==> src/rtl/rbseq_pkg.sv <==
package rbseq_pkg;
  typedef enum logic [1:0] {
    OP_PRE = 2'd0,
    OP_ACT = 2'd1,
    OP_RD  = 2'd2,
    OP_WR  = 2'd3
  } op_e;
endpackage

==> src/rtl/rbseq_rst_sync.sv <==
module rbseq_rst_sync (
  input  logic clk,
  input  logic rst_n,
  output logic rst_sync_n
);
  logic [1:0] sync_q;

  always_ff @(posedge clk or negedge rst_n) begin
    if (!rst_n) sync_q <= 2'b00;
    else        sync_q <= {sync_q[0], 1'b1};
  end

  assign rst_sync_n = sync_q[1];
endmodule

==> src/rtl/rbseq_bank_table.sv <==
module rbseq_bank_table #(
  parameter int NUM_BANKS = 4,
  parameter int ROW_W     = 12,
  parameter int BK_W      = 2
) (
  input  logic             clk,
  input  logic             rst_n,
  input  logic             upd_en,
  input  logic             upd_open,
  input  logic [BK_W-1:0]  upd_bank,
  input  logic [ROW_W-1:0] upd_row,
  input  logic [BK_W-1:0]  rd_bank,
  output logic             rd_open,
  output logic [ROW_W-1:0] rd_row
);
  logic [NUM_BANKS-1:0] open_q;
  logic [ROW_W-1:0]     row_q [NUM_BANKS];

  for (genvar b = 0; b < NUM_BANKS; b++) begin : g_bank
    logic sel;
    assign sel = upd_en && (upd_bank == BK_W'(b));

    always_ff @(posedge clk or negedge rst_n) begin
      if (!rst_n)   open_q[b] <= 1'b0;
      else if (sel) open_q[b] <= upd_open;
    end

    always_ff @(posedge clk) begin
      if (sel && upd_open) row_q[b] <= upd_row;
    end
  end

  assign rd_open = open_q[rd_bank];
  assign rd_row  = row_q[rd_bank];
endmodule

==> src/rtl/rbseq_decider.sv <==
module rbseq_decider
  import rbseq_pkg::*;
#(
  parameter int ROW_W = 12,
  parameter int COL_W = 8,
  parameter int BK_W  = 2
) (
  input  logic             slot_rdy,
  input  logic             pend_pre,
  input  logic [BK_W-1:0]  pend_bank,
  input  logic             req_valid,
  input  logic [BK_W-1:0]  req_bank,
  input  logic [ROW_W-1:0] req_row,
  input  logic [COL_W-1:0] req_col,
  input  logic             req_write,
  input  logic             bk_open,
  input  logic [ROW_W-1:0] bk_row,
  output logic             issue,
  output logic [1:0]       op,
  output logic [BK_W-1:0]  bank,
  output logic [ROW_W-1:0] row,
  output logic [COL_W-1:0] col,
  output logic             col_issue,
  output logic             pend_done,
  output logic             tbl_en,
  output logic             tbl_open
);
  always_comb begin
    issue     = 1'b0;
    op        = OP_PRE;
    bank      = req_bank;
    row       = '0;
    col       = '0;
    col_issue = 1'b0;
    pend_done = 1'b0;
    tbl_en    = 1'b0;
    tbl_open  = 1'b0;
    if (slot_rdy) begin
      if (pend_pre) begin
        issue     = 1'b1;
        op        = OP_PRE;
        bank      = pend_bank;
        pend_done = 1'b1;
        tbl_en    = 1'b1;
      end else if (req_valid) begin
        issue = 1'b1;
        if (!bk_open) begin
          op       = OP_ACT;
          row      = req_row;
          tbl_en   = 1'b1;
          tbl_open = 1'b1;
        end else if (bk_row != req_row) begin
          op     = OP_PRE;
          tbl_en = 1'b1;
        end else begin
          op        = req_write ? OP_WR : OP_RD;
          row       = req_row;
          col       = req_col;
          col_issue = 1'b1;
        end
      end
    end
  end
endmodule

==> src/rtl/rbseq_out_reg.sv <==
module rbseq_out_reg #(
  parameter int ROW_W = 12,
  parameter int COL_W = 8,
  parameter int BK_W  = 2,
  parameter int CNT_W = 16
) (
  input  logic             clk,
  input  logic             rst_n,
  input  logic             issue,
  input  logic             col_issue,
  input  logic [1:0]       op,
  input  logic [BK_W-1:0]  bank,
  input  logic [ROW_W-1:0] row,
  input  logic [COL_W-1:0] col,
  output logic             cmd_valid,
  output logic             req_ack,
  output logic [1:0]       cmd_op,
  output logic [BK_W-1:0]  cmd_bank,
  output logic [ROW_W-1:0] cmd_row,
  output logic [COL_W-1:0] cmd_col,
  output logic [CNT_W-1:0] cmd_count
);
  logic [CNT_W-1:0] count_d;

  always_comb begin
    count_d = cmd_count + CNT_W'(issue);
  end

  always_ff @(posedge clk or negedge rst_n) begin
    if (!rst_n) begin
      cmd_valid <= 1'b0;
      req_ack   <= 1'b0;
      cmd_count <= '0;
    end else begin
      cmd_valid <= issue;
      req_ack   <= col_issue;
      cmd_count <= count_d;
    end
  end

  always_ff @(posedge clk or negedge rst_n) begin
    if (!rst_n) begin
      cmd_op   <= '0;
      cmd_bank <= '0;
      cmd_row  <= '0;
      cmd_col  <= '0;
    end else if (issue) begin
      cmd_op   <= op;
      cmd_bank <= bank;
      cmd_row  <= row;
      cmd_col  <= col;
    end
  end
endmodule

==> src/rtl/rowbuf_cmd_seq.sv <==
module rowbuf_cmd_seq #(
  parameter int NUM_BANKS = 4,
  parameter int ROW_W     = 12,
  parameter int COL_W     = 8,
  parameter int CNT_W     = 16,
  localparam int BK_W     = (NUM_BANKS > 1) ? $clog2(NUM_BANKS) : 1
) (
  input  logic             clk,
  input  logic             rst_n,
  input  logic             close_pol,
  input  logic             req_valid,
  input  logic [BK_W-1:0]  req_bank,
  input  logic [ROW_W-1:0] req_row,
  input  logic [COL_W-1:0] req_col,
  input  logic             req_write,
  output logic             req_ack,
  input  logic             slot_rdy,
  output logic             cmd_valid,
  output logic [1:0]       cmd_op,
  output logic [BK_W-1:0]  cmd_bank,
  output logic [ROW_W-1:0] cmd_row,
  output logic [COL_W-1:0] cmd_col,
  output logic [CNT_W-1:0] cmd_count
);
  logic             rst_int_n;
  logic             bk_open;
  logic [ROW_W-1:0] bk_row;
  logic             issue, col_issue, pend_done, tbl_en, tbl_open;
  logic [1:0]       dec_op;
  logic [BK_W-1:0]  dec_bank;
  logic [ROW_W-1:0] dec_row;
  logic [COL_W-1:0] dec_col;
  logic             pend_q, pend_d;
  logic [BK_W-1:0]  pend_bank_q, pend_bank_d;

  rbseq_rst_sync u_rst (
    .clk        (clk),
    .rst_n      (rst_n),
    .rst_sync_n (rst_int_n)
  );

  rbseq_bank_table #(.NUM_BANKS(NUM_BANKS), .ROW_W(ROW_W), .BK_W(BK_W)) u_table (
    .clk      (clk),
    .rst_n    (rst_int_n),
    .upd_en   (tbl_en),
    .upd_open (tbl_open),
    .upd_bank (dec_bank),
    .upd_row  (dec_row),
    .rd_bank  (req_bank),
    .rd_open  (bk_open),
    .rd_row   (bk_row)
  );

  rbseq_decider #(.ROW_W(ROW_W), .COL_W(COL_W), .BK_W(BK_W)) u_dec (
    .slot_rdy  (slot_rdy),
    .pend_pre  (pend_q),
    .pend_bank (pend_bank_q),
    .req_valid (req_valid),
    .req_bank  (req_bank),
    .req_row   (req_row),
    .req_col   (req_col),
    .req_write (req_write),
    .bk_open   (bk_open),
    .bk_row    (bk_row),
    .issue     (issue),
    .op        (dec_op),
    .bank      (dec_bank),
    .row       (dec_row),
    .col       (dec_col),
    .col_issue (col_issue),
    .pend_done (pend_done),
    .tbl_en    (tbl_en),
    .tbl_open  (tbl_open)
  );

  always_comb begin
    pend_d      = pend_q;
    pend_bank_d = pend_bank_q;
    if (pend_done) begin
      pend_d = 1'b0;
    end else if (col_issue) begin
      pend_d      = close_pol;
      pend_bank_d = req_bank;
    end
  end

  always_ff @(posedge clk or negedge rst_int_n) begin
    if (!rst_int_n) begin
      pend_q      <= 1'b0;
      pend_bank_q <= '0;
    end else begin
      pend_q      <= pend_d;
      pend_bank_q <= pend_bank_d;
    end
  end

  rbseq_out_reg #(.ROW_W(ROW_W), .COL_W(COL_W), .BK_W(BK_W), .CNT_W(CNT_W)) u_out (
    .clk       (clk),
    .rst_n     (rst_int_n),
    .issue     (issue),
    .col_issue (col_issue),
    .op        (dec_op),
    .bank      (dec_bank),
    .row       (dec_row),
    .col       (dec_col),
    .cmd_valid (cmd_valid),
    .req_ack   (req_ack),
    .cmd_op    (cmd_op),
    .cmd_bank  (cmd_bank),
    .cmd_row   (cmd_row),
    .cmd_col   (cmd_col),
    .cmd_count (cmd_count)
  );
endmodule

==> config.mk <==
export PLATFORM = sky130hd
export DESIGN_NAME = rowbuf_cmd_seq
export DESIGN_NICKNAME = d
export VERILOG_FILES = /design/src/rtl/rbseq_pkg.sv /design/src/rtl/rbseq_rst_sync.sv /design/src/rtl/rbseq_bank_table.sv /design/src/rtl/rbseq_decider.sv /design/src/rtl/rbseq_out_reg.sv /design/src/rtl/rowbuf_cmd_seq.sv
export SDC_FILE = /design/constraint.sdc
export NUM_CORES = 1
export LEC_CHECK = 0
export BUFFER_PORTS_ARGS = -buffer_cell sky130_fd_sc_hd__buf_2
export CAP_MARGIN = 25
export CORE_MARGIN = 2
export CORE_UTILIZATION = 25
export CTS_CLUSTER_DIAMETER = 60
export DETAILED_ROUTE_END_ITERATION = 8
export GPL_ROUTABILITY_DRIVEN = 0
export PLACE_DENSITY_LB_ADDON = 0.1
export SYNTH_ARGS = -nofsm -noshare
export SYNTH_HDL_FRONTEND = slang
export SYNTH_SLANG_ARGS = --single-unit
==> constraint.sdc <==
create_clock -name clk -period 1.6 [get_ports clk]
set_input_delay 0.08 -clock clk [delete_from_list [all_inputs] [get_ports clk]]
set_output_delay 0.08 -clock clk [all_outputs]
set_load 0.03 [all_outputs]
==> results of run 1 <==
## path summary, 6_finish.rpt
path	endpoint	slack (ns)	cells past startpoint
hold reg to reg	u_out.cmd_count[4]$_DFF_PN0_	0.26	1
setup / recovery	pend_bank_q[0]$_DFFE_PN0P_	-0.61	7
hold / removal	u_out.cmd_op[0]$_DFFE_PN0P_	0.02	3
setup reg to reg	pend_bank_q[0]$_DFFE_PN0P_	-0.61	7
max in group asynchronous	pend_q$_DFFE_PN0P_	1.08	1
min in group asynchronous	u_rst.sync_q[0]$_DFF_PN0_	0.04	2
## per-stage QoR
stage,area [um^2],utilization
finish,6360,0.372
global placement,5420,0.317
detailed placement,5420,0.317
CTS,6160,0.360
global route,6360,0.372
floorplan,4490,-
## placed cells by master, fill, tap and decap left out, types with 12 or more instances in the layout
cell,Yosys,layout
inv_1,16,14
nand2_1,32,29
buf_6,4,13
nand3_1,32,18
o21ai_4,0,12
edfxtp_1,48,48
buf_2,1,68
dfrtp_1,51,49
buf_4,1,48
## worst max-delay path: cells and delay by family (launching register included)
family	cells	cell delay, ns
simple gates	2	0.41
buf+inv	2	0.31
flops	1	0.37
xor+xnor	1	0.17
mux	2	0.82
## layout make-up
| class | instances | share of cell area |
|---|---|---|
| clock buffer | 10 | 0.0360 |
| clock inverter | 6 | 0.0112 |
| inverter | 16 | 0.00944 |
| multi-input combinational | 188 | 0.293 |
| sequential | 99 | 0.428 |
| tap | 225 | 0.0443 |
| timing repair buffer | 150 | 0.178 |
## state kept, by name (all words and copies together), names as in the netlist
signal,flops
u_out.cmd_bank,2
u_out.cmd_col,8
u_out.cmd_row,12
pend_q,1
u_table.open_q,4
u_out.req_ack,1
u_out.cmd_valid,1
u_out.cmd_count,16
pend_bank_q,2
u_out.cmd_op,2
u_rst.sync_q,2
u_table.row_q,48
## timing repair
item                                    4_1_cts  5_1_grt
setup buffers                                13        9
endpoints found under the setup margin      139      138
pin swaps                                    19       24
gates resized for setup                      41       35
cloned                                        2        3
hold buffers                                 10        0
hold endpoints to repair                     11        0
## cell usage after synthesis, types with 2 or more instances
| cell type | number | area share |
|---|---|---|
| clkbuf_1 | 7 | 0.0061 |
| nand4_1 | 2 | 0.0029 |
| nand2_1 | 32 | 0.028 |
| mux2_4 | 2 | 0.0069 |
| buf_6 | 4 | 0.010 |
| nor2_1 | 8 | 0.0069 |
| nand3_1 | 32 | 0.037 |
| nor4_2 | 2 | 0.0058 |
| edfxtp_1 | 48 | 0.33 |
| and3_1 | 2 | 0.0029 |
| nor3_1 | 4 | 0.0046 |
| mux4_2 | 9 | 0.047 |
| ha_1 | 2 | 0.0058 |
| mux4_1 | 5 | 0.030 |
| xor2_1 | 15 | 0.030 |
| o21ai_2 | 4 | 0.0081 |
| o211ai_1 | 11 | 0.019 |
| o21ai_1 | 9 | 0.010 |
| and3b_1 | 2 | 0.0041 |
| inv_1 | 16 | 0.014 |
| o21a_1 | 4 | 0.0069 |
| dfrtp_1 | 51 | 0.30 |
| xnor2_1 | 11 | 0.022 |
| o21ai_0 | 16 | 0.019 |
| nor2b_1 | 2 | 0.0029 |
## kinds of logic (layout without fill, tap and decap cells)
group	Yosys count	after routing
AOI/OAI and AO/OA	48	48
muxes	18	18
xor gates and xnor gates	26	26
adders and majority gates	2	2
and+or+nand+nor	93	93
DFF	99	99
buffers and inverters	31	182
other	1	1
## power by group through the flow
stage / Sequential [mW] / Clock, mW / Combinational (mW)
6_report: 2.98 / 2.22 / 1.17
5_1_grt: 3.01 / 2.39 / 1.28
4_1_cts: 2.97 / 2.31 / 1.14
3_5_place_dp: 3.01 / 0 / 1.05
3_3_place_gp: 3.01 / 0 / 1.05
2_1_floorplan: 3.27 / 0 / 0.388
## routing by layer
layer	share of wire	wire, um	track usage
met1	0.46	5370	0.177
met2	0.49	5690	0.208
met3	0.038	443	0.0307
met4	0.013	151	0.0417
met5	0	0	0
==> results.py, run 1 <==
metrics = {
    "status": {
        "status": "finished, violations left",
        "violations": "negative setup slack",
    },
    "critical_path": {
        "critical_path.cell_chain": "mux4_2 > xor2_2 > nor4_4 > buf_4 > buf_4 > nand4_4 > mux2_4",
        "worstPathArrival_ns": 2.44,
        "slowest_stage": "mux4_2",
        "cp-start-kind": "flip-flop",
        "critPathRequiredTime_ns": 1.83,
        "worstSetupPathType": "flip-flop to flip-flop",
        "critPathMaxFanout": 3,
        "cp-startpoint": "u_table.row_q[3][0]$_DFFE_PP_",
        "rr_startpoint": "u_table.row_q[3][0]$_DFFE_PP_",
        "max_stage_delay_ns": 0.50,
        "cp-end-kind": "flip-flop",
        "cp_common_cell": "buf_4",
    },
    "detailed_routing": {
        "drt-initial-drc-count": 119,
        "detail-route-antenna-nets": 0,
        "routed_via_density": 4.40,
        "via_count": 3057,
        "drc": 0,
        "drt-wirelength-per-cell_um": 16.8,
        "drt_wl_total_mm": 11.7,
        "dr.pass1.iters": 4,
    },
    "die": {
        "num_rows": 48,
        "die_y_um": 135,
        "start_util": 0.253,
        "die_area_um2": 18400,
        "die_w_um": 135,
        "core_area_um2": 17100,
        "ios": 70,
    },
    "final_layout": {
        "drive_gt1_frac": 0.490,
        "multi_input_area_um2": 1860,
        "diodes": 0,
        "fin_nets": 494,
        "fin_cells": 694,
        "num-fill-cells": 1724,
        "register_area_um2": 2720,
        "syn2layout_area_growth_pct": 47.1,
    },
    "clock_network": {
        "cts_sinks": 99,
        "worstSkewPairLatency_ns": 0.35,
        "cts_made_buffers": 9,
        "cts_tree": "built",
        "cts.clk_slew.worst_paths_ns": 0.07,
        "clk_path_buf_depth": 2,
        "htreeDepth": 3,
        "clockRootBuffer": "clkbuf_16",
    },
    "grt": {
        "grt_max_degree": 50,
        "antenna_found_initial": 0,
        "overflow": 0,
        "grt_pass1_vias": 3036,
        "grt_pass1_wl_mm": 17.7,
        "grt_usage": 0.131,
    },
    "synthesis": {
        "synth_cell_types": 43,
        "synth_compound_area_frac": 0.0712,
        "syn_area_per_cell_um2": 13.6,
        "synth_nets": 348,
        "synthCells": 318,
        "ys_warn_count": 0,
        "syn_area_um2": 4320,
        "async_reset_ff_frac": 0.515,
        "ys_ff_latch": 99,
        "synth_top_family_by_area": "simple AND/OR/NAND/NOR gates",
        "synth_edf_count": 48,
        "synthMuxAreaShare": 0.0891,
        "ys.flop_type": "dfrtp_1",
        "synth-xor-area-share": 0.0527,
        "yosysSeqAreaShare": 0.629,
        "synth_fa_ha_area_frac": 0.00579,
        "synth-simple-area-share": 0.113,
    },
    "timing": {
        "rsz0062_at_grt": "true",
        "skew_ns": 0.00470,
        "period_share": 1.38,
        "fin_crit_ns": 2.21,
        "maxSlewViolCount": 0,
        "setup_violations": 126,
        "worst_hold_slack_ns": 0.0177,
        "fmax_mhz": 453,
        "final_hold_viol_count": 0,
        "layout_setup_ws_ns": -0.607,
        "fin_tns_setup_ns": -51.33,
    },
    "placed_design": {
        "place_inst": 646,
        "io_buffers": 69,
        "hpwl_mm": 7.35,
        "preCtsSetupSlack_ns": -0.867,
    },
    "power_and_ir_drop": {
        "p_total_mw": 6.37,
        "p_leak_nw": 2.65,
        "powerDensity_nw_per_um2": 1000,
        "sw_frac_of_total": 0.290,
        "clkPwrFrac": 0.349,
        "p_seq_frac": 0.467,
        "power_frac_comb": 0.184,
        "p_sw_mw": 1.85,
        "irDropWorstVdd_mv": 0.678,
        "cell_internal_pwr_mw": 4.52,
    },
    "hold_path": {
        "min_from": "req_write",
        "hp-class": "input pin to flip-flop",
    },
    "flow_run": {
        "maxCapViolCount": 0,
    },
}
Note: power is estimated with default switching activity, not from simulation.
==> run 2, diff against run 1 <==
--- a/config.mk
+++ b/config.mk
@@ -8,7 +8,7 @@
 export BUFFER_PORTS_ARGS = -buffer_cell sky130_fd_sc_hd__buf_2
 export CAP_MARGIN = 25
 export CORE_MARGIN = 2
-export CORE_UTILIZATION = 25
+export CORE_UTILIZATION = 45
 export CTS_CLUSTER_DIAMETER = 60
 export DETAILED_ROUTE_END_ITERATION = 8
 export GPL_ROUTABILITY_DRIVEN = 0
==> run 2 against run 1 <==
  * Worst hold slack hardly changed
  * Highest routed layer unchanged
  * Design area is 8.1% lower
  * Sequential share of layout area is 3.8 points higher
  * The run still ends with negative setup slack left
  * Clock power is 28% lower
  * Power is 9.9% lower
  * Largest cell class unchanged
==> results.py, run 2 (synthesis gave the netlist of run 1 again) <==
metrics = {
    "die": {
        "core_area_um2": 9280,
        "die_w_um": 102,
        "start_util": 0.466,
        "num_rows": 35,
        "die_area_um2": 10400,
        "die_y_um": 102,
        "ios": 70,
    },
    "timing": {
        "final_hold_viol_count": 0,
        "maxSlewViolCount": 0,
        "layout_setup_ws_ns": -0.619,
        "rsz0062_at_grt": "true",
        "setup_violations": 126,
        "worst_hold_slack_ns": 0.0180,
        "fin_crit_ns": 2.22,
        "maxSlewHeadroom": 0.508,
        "fmax_mhz": 451,
        "skew_ns": 0.00973,
        "period_share": 1.39,
        "worstMarginPinSlew_ns": 0.731,
    },
    "final_layout": {
        "utilization": 0.630,
        "drive_gt1_frac": 0.430,
        "reg_top3": "u_table.row_q x48, u_out.cmd_count x16, u_out.cmd_row x12",
        "largest_reg_flops": 48,
        "stdcell_area_um2": 5850,
        "top_register": "u_table.row_q",
        "diodes": 0,
        "syn2layout_area_growth_pct": 35.2,
        "mostFrequentLayoutCell": "buf_2",
        "layout_common_cells": "buf_2 (69), dfrtp_1 (49), edfxtp_1 (48), buf_4 (39), nand2_1 (31)",
        "fin_nets": 478,
    },
    "critical_path": {
        "ff2ff_setup_slack_ns": -0.62,
        "cp-end-kind": "flip-flop",
        "critPathMaxFanout": 3,
        "rr_startpoint": "u_table.row_q[3][9]$_DFFE_PP_",
        "worstSetupPathType": "flip-flop to flip-flop",
        "cp-start-kind": "flip-flop",
        "worstPathArrival_ns": 2.46,
        "critPathRequiredTime_ns": 1.84,
        "cp-startpoint": "u_table.row_q[3][9]$_DFFE_PP_",
    },
    "placed_design": {
        "placed_cell_area_um2": 5260,
        "io_buffers": 69,
        "hpwl_mm": 6.57,
    },
    "power_and_ir_drop": {
        "clkPwrFrac": 0.276,
        "cell_internal_pwr_mw": 4.05,
        "sw_frac_of_total": 0.295,
        "p_leak_nw": 2.47,
        "p_seq_frac": 0.523,
        "p_total_mw": 5.74,
        "irDropWorstVdd_mv": 0.437,
        "power_frac_comb": 0.201,
        "powerDensity_nw_per_um2": 982,
        "p_sw_mw": 1.69,
    },
    "grt": {
        "antenna_found_initial": 0,
        "overflow": 0,
        "grt_usage": 0.205,
        "grt_pass1_vias": 3022,
        "grt_pass1_wl_mm": 15.8,
        "grt_max_degree": 26,
    },
    "detailed_routing": {
        "dr.pass1.iters": 4,
        "routed_via_density": 5.16,
        "via_count": 3006,
        "drt-wirelength-per-cell_um": 17.1,
        "drc": 0,
        "drt_wl_total_mm": 9.96,
        "drt-initial-drc-count": 176,
        "detail-route-antenna-nets": 0,
    },
    "clock_network": {
        "cts_made_buffers": 9,
        "clockRootBuffer": "clkbuf_8",
        "cts.clk_slew.worst_paths_ns": 0.09,
        "clk_path_buf_depth": 2,
        "cts_sinks": 99,
        "worstSkewPairLatency_ns": 0.36,
        "htreeDepth": 3,
        "cts_tree": "built",
    },
    "hold_path": {
        "hp-class": "input pin to async pin",
    },
    "flow_run": {
        "maxCapViolCount": 0,
    },
    "status": {
        "violations": "negative setup slack",
        "status": "finished, violations left",
    },
}
## run 2: changes by cell type in the layout (fill, tap and decap cells not counted), sizes merged
cell      change
buf          -13
bufinv        -1
clkbuf        +1
clkinv        -1
clkinvlp      -1
inv           -1
## run 2: repair_timing
action / 4_1_cts / 5_1_grt
hold buffers: 10 / 0
hold endpoints to repair: 11 / 0
pin swaps: 8 / 4
gates resized for setup: 38 / 5
setup buffers: 15 / 1
gates cloned: 3 / 0
setup endpoints to repair: 135 / 139
## run 2: worst paths after layout
| kind | depth (start not counted) | endpoint |
|---|---|---|
| min | 2 | u_rst.sync_q[0]$_DFF_PN0_ |
| max in group asynchronous | 1 | pend_q$_DFFE_PN0P_ |
| min reg2reg | 0 | u_out.cmd_row[3]$_DFFE_PN0P_ |
| min in group clk | 3 | u_out.cmd_row[10]$_DFFE_PN0P_ |
| max reg2reg | 7 | pend_bank_q[1]$_DFFE_PN0P_ |
| max | 7 | pend_bank_q[1]$_DFFE_PN0P_ |
## run 2: through the flow
step	setup slack, ns	std cells	TNS, ns
floorplan	-0.484	318	-45.15
detailed placement	-0.875	543	-85.07
global route	-0.677	582	-63.32
CTS	-0.619	586	-55.45
finish	-0.619	582	-55.51
global placement	-0.808	543	-81.04
## run 2: cell type report
cell class                 count  area, um^2
multi-input combinational    188        1730
tap                          129         161
timing repair buffer         134         976
fill                         754        3440
clock inverter                 2        15.0
inverter                      16        60.1
sequential                    99        2720
clock buffer                  14         184
## run 2: critical path: stages (launching register included)
cell      delay, ns
edfxtp_1       0.37
mux4_2         0.49
xor2_1         0.19
nor4_4         0.34
buf_4          0.19
buf_12         0.10
nand4_4        0.11
mux2_4         0.31
## run 2: power by group through the flow
stage	sequential [mW]	combinational, mW	clock [mW]
floorplan	3.27	0.388	0
global placement	3.02	1.01	0
detailed placement	3.03	1.02	0
CTS	3.00	1.14	1.63
global route	3.03	1.24	1.74
finish	3.00	1.15	1.59
## run 2: layer usage
metal / track usage / share of wire
met1: 0.286 / 0.45
met2: 0.336 / 0.49
met3: 0.0253 / 0.044
met4: 0.0677 / 0.012
met5: 0 / 0
==> run 3, diff against run 2 <==
--- a/config.mk
+++ b/config.mk
@@ -7,12 +7,11 @@
 export LEC_CHECK = 0
 export BUFFER_PORTS_ARGS = -buffer_cell sky130_fd_sc_hd__buf_2
 export CAP_MARGIN = 25
-export CORE_MARGIN = 2
 export CORE_UTILIZATION = 45
 export CTS_CLUSTER_DIAMETER = 60
 export DETAILED_ROUTE_END_ITERATION = 8
 export GPL_ROUTABILITY_DRIVEN = 0
-export PLACE_DENSITY_LB_ADDON = 0.1
+export PLACE_DENSITY = 0.71
 export SYNTH_ARGS = -nofsm -noshare
 export SYNTH_HDL_FRONTEND = slang
 export SYNTH_SLANG_ARGS = --single-unit
==> run 3 against run 2 <==
  * The flow still finishes with violations (negative setup slack)
  * Fmax is 3.9% higher
  * Non-clock buffer count is 3 higher
  * Clock-buffer cell count fell by 5
  * Worst hold slack gained 0.00088 ns
  * Critical path depth down 1
  * Sequential share of layout area down 0.95 points
==> results.py, run 3 (synthesis gave the netlist of run 1 again) <==
metrics = {
    "status": {
        "status": "finished, violations left",
        "violations": "negative setup slack",
    },
    "detailed_routing": {
        "via_count": 3060,
        "drc": 0,
        "detail-route-antenna-nets": 0,
        "routed_via_density": 5.23,
        "drt_wl_total_mm": 10.4,
        "drt-initial-drc-count": 201,
        "drt-wirelength-per-cell_um": 17.9,
        "dr.pass1.iters": 7,
    },
    "critical_path": {
        "critPathRequiredTime_ns": 1.86,
        "worstPathArrival_ns": 2.40,
        "worstSetupPathType": "flip-flop to flip-flop",
        "critical_path.cell_chain": "mux4_2 > xor2_1 > nor4_4 > buf_4 > nand4_4 > mux2_4",
        "cp-end-kind": "flip-flop",
        "critPathMaxFanout": 3,
        "slowest_stage": "mux4_2",
        "cp-start-kind": "flip-flop",
        "max_stage_delay_ns": 0.47,
    },
    "timing": {
        "layout_setup_ws_ns": -0.535,
        "skew_ns": 0.0171,
        "fin_crit_ns": 2.13,
        "period_share": 1.33,
        "rsz0062_at_grt": "true",
        "final_hold_viol_count": 0,
        "setup_violations": 131,
        "fmax_mhz": 468,
        "maxSlewViolCount": 0,
        "fin_tns_setup_ns": -51.39,
    },
    "hold_path": {
        "hp-class": "input pin to async pin",
    },
    "grt": {
        "overflow": 0,
        "grt_usage": 0.210,
        "grt_max_degree": 50,
        "grt_pass1_vias": 3057,
        "grt_pass1_wl_mm": 15.4,
        "antenna_found_initial": 0,
    },
    "clock_network": {
        "cts_sinks": 99,
        "cts.clk_slew.worst_paths_ns": 0.11,
        "htreeDepth": 3,
        "cts_made_buffers": 9,
        "worstSkewPairLatency_ns": 0.37,
        "cts_tree": "built",
        "clockRootBuffer": "clkbuf_8",
        "clk_path_buf_depth": 2,
    },
    "final_layout": {
        "mostFrequentLayoutCell": "buf_2",
        "diodes": 0,
        "reg_top3": "u_table.row_q x48, u_out.cmd_count x16, u_out.cmd_row x12",
        "top_register": "u_table.row_q",
        "syn2layout_area_growth_pct": 38.0,
        "fin_cells": 585,
        "fin_nets": 481,
        "drive_gt1_frac": 0.445,
        "largest_reg_flops": 48,
        "layout_common_cells": "buf_2 (68), dfrtp_1 (49), edfxtp_1 (48), buf_4 (34), nand2_1 (30)",
    },
    "die": {
        "num_rows": 35,
        "core_area_um2": 9280,
        "ios": 70,
        "start_util": 0.466,
        "die_y_um": 100,
        "die_area_um2": 10000,
        "die_w_um": 100,
    },
    "power_and_ir_drop": {
        "cell_internal_pwr_mw": 4.05,
        "power_frac_comb": 0.201,
        "p_total_mw": 5.81,
        "sw_frac_of_total": 0.304,
        "p_sw_mw": 1.77,
        "p_leak_nw": 2.54,
        "irDropWorstVdd_mv": 0.546,
        "powerDensity_nw_per_um2": 974,
        "clkPwrFrac": 0.286,
        "p_seq_frac": 0.512,
    },
    "placed_design": {
        "hpwl_mm": 6.29,
        "preCtsSetupSlack_ns": -0.793,
        "place_inst": 540,
        "io_buffers": 69,
    },
    "flow_run": {
        "maxCapViolCount": 0,
    },
}
==> run 3: changes by cell type in the layout (fill, tap and decap cells not counted), sizes merged <==
cell | previous run | this run
clkbuf | 15 | 12
clkinv | 0 | 2
clkinvlp | 0 | 2
dlygate4sd3 | 10 | 12
buf | 123 | 122
bufinv | 0 | 1
==> run 3: worst max-delay path: cells and delay by family, from the launching register on <==
| family | cells | cell delay, ns |
|---|---|---|
| xor+xnor | 1 | 0.18 |
| buf+inv | 1 | 0.19 |
| flops | 1 | 0.39 |
| mux | 2 | 0.79 |
| simple gates | 2 | 0.47 |
==> run 3: path summary, 6_finish.rpt <==
| kind | start | slack [ns] | depth (start not counted) | end |
|---|---|---|---|---|
| max in group asynchronous | u_rst.sync_q[1]$_DFF_PN0_ | 1.10 | 1 | pend_q$_DFFE_PN0P_ |
| worst min-delay path | rst_n | 0.02 | 2 | u_rst.sync_q[1]$_DFF_PN0_ |
| worst max register to register | u_table.row_q[0][9]$_DFFE_PP_ | -0.53 | 6 | pend_bank_q[0]$_DFFE_PN0P_ |
| min in group clk | req_row[10] | 0.04 | 3 | u_out.cmd_row[10]$_DFFE_PN0P_ |
| worst max-delay path | u_table.row_q[0][9]$_DFFE_PP_ | -0.53 | 6 | pend_bank_q[0]$_DFFE_PN0P_ |
| worst min register to register | u_rst.sync_q[1]$_DFF_PN0_ | 0.25 | 1 | u_out.cmd_row[2]$_DFFE_PN0P_ |
==> run 3: cell type report <==
class	instances	area, um^2
clock inverter	7	85.1
fill	688	3320
inverter	16	60.1
clock buffer	9	124
sequential	99	2720
multi-input combinational	188	1760
tap	129	161
timing repair buffer	137	1050
==> run 3: metrics by stage <==
stage	instance area (um^2)	hold slack, ns	utilization
after floorplan	4490	-0.216	-
after global placement	5240	-0.135	0.564
after detailed placement	5240	-0.132	0.564
after CTS	5790	0.0103	0.623
after global routing	5970	0.0239	0.643
final	5970	0.0189	0.643
==> run 3: repair_timing <==
| item | 4_1_cts | 5_1_grt |
|---|---|---|
| setup buffers | 6 | 11 |
| hold buffers | 12 | 0 |
| pin swaps | 5 | 10 |
| cloned | 1 | 2 |
| resized for setup | 28 | 22 |
| setup endpoints to repair | 134 | 136 |
| hold endpoints to repair | 12 | 0 |
==> run 3: routing by layer <==
layer | share of wire | routed length [um] | GRT usage
met5 | 0 | 0 | 0
met3 | 0.045 | 472 | 0.0362
met2 | 0.52 | 5380 | 0.357
met1 | 0.42 | 4340 | 0.265
met4 | 0.024 | 252 | 0.0914
==> run 3: power by group through the flow <==
stage | logic, mW | clock network, mW | registers, mW
2_1_floorplan | 0.388 | 0 | 3.27
3_3_place_gp | 1.01 | 0 | 3.00
3_5_place_dp | 1.02 | 0 | 3.01
4_1_cts | 1.11 | 1.70 | 2.97
5_1_grt | 1.26 | 1.80 | 3.00
6_report | 1.17 | 1.67 | 2.98
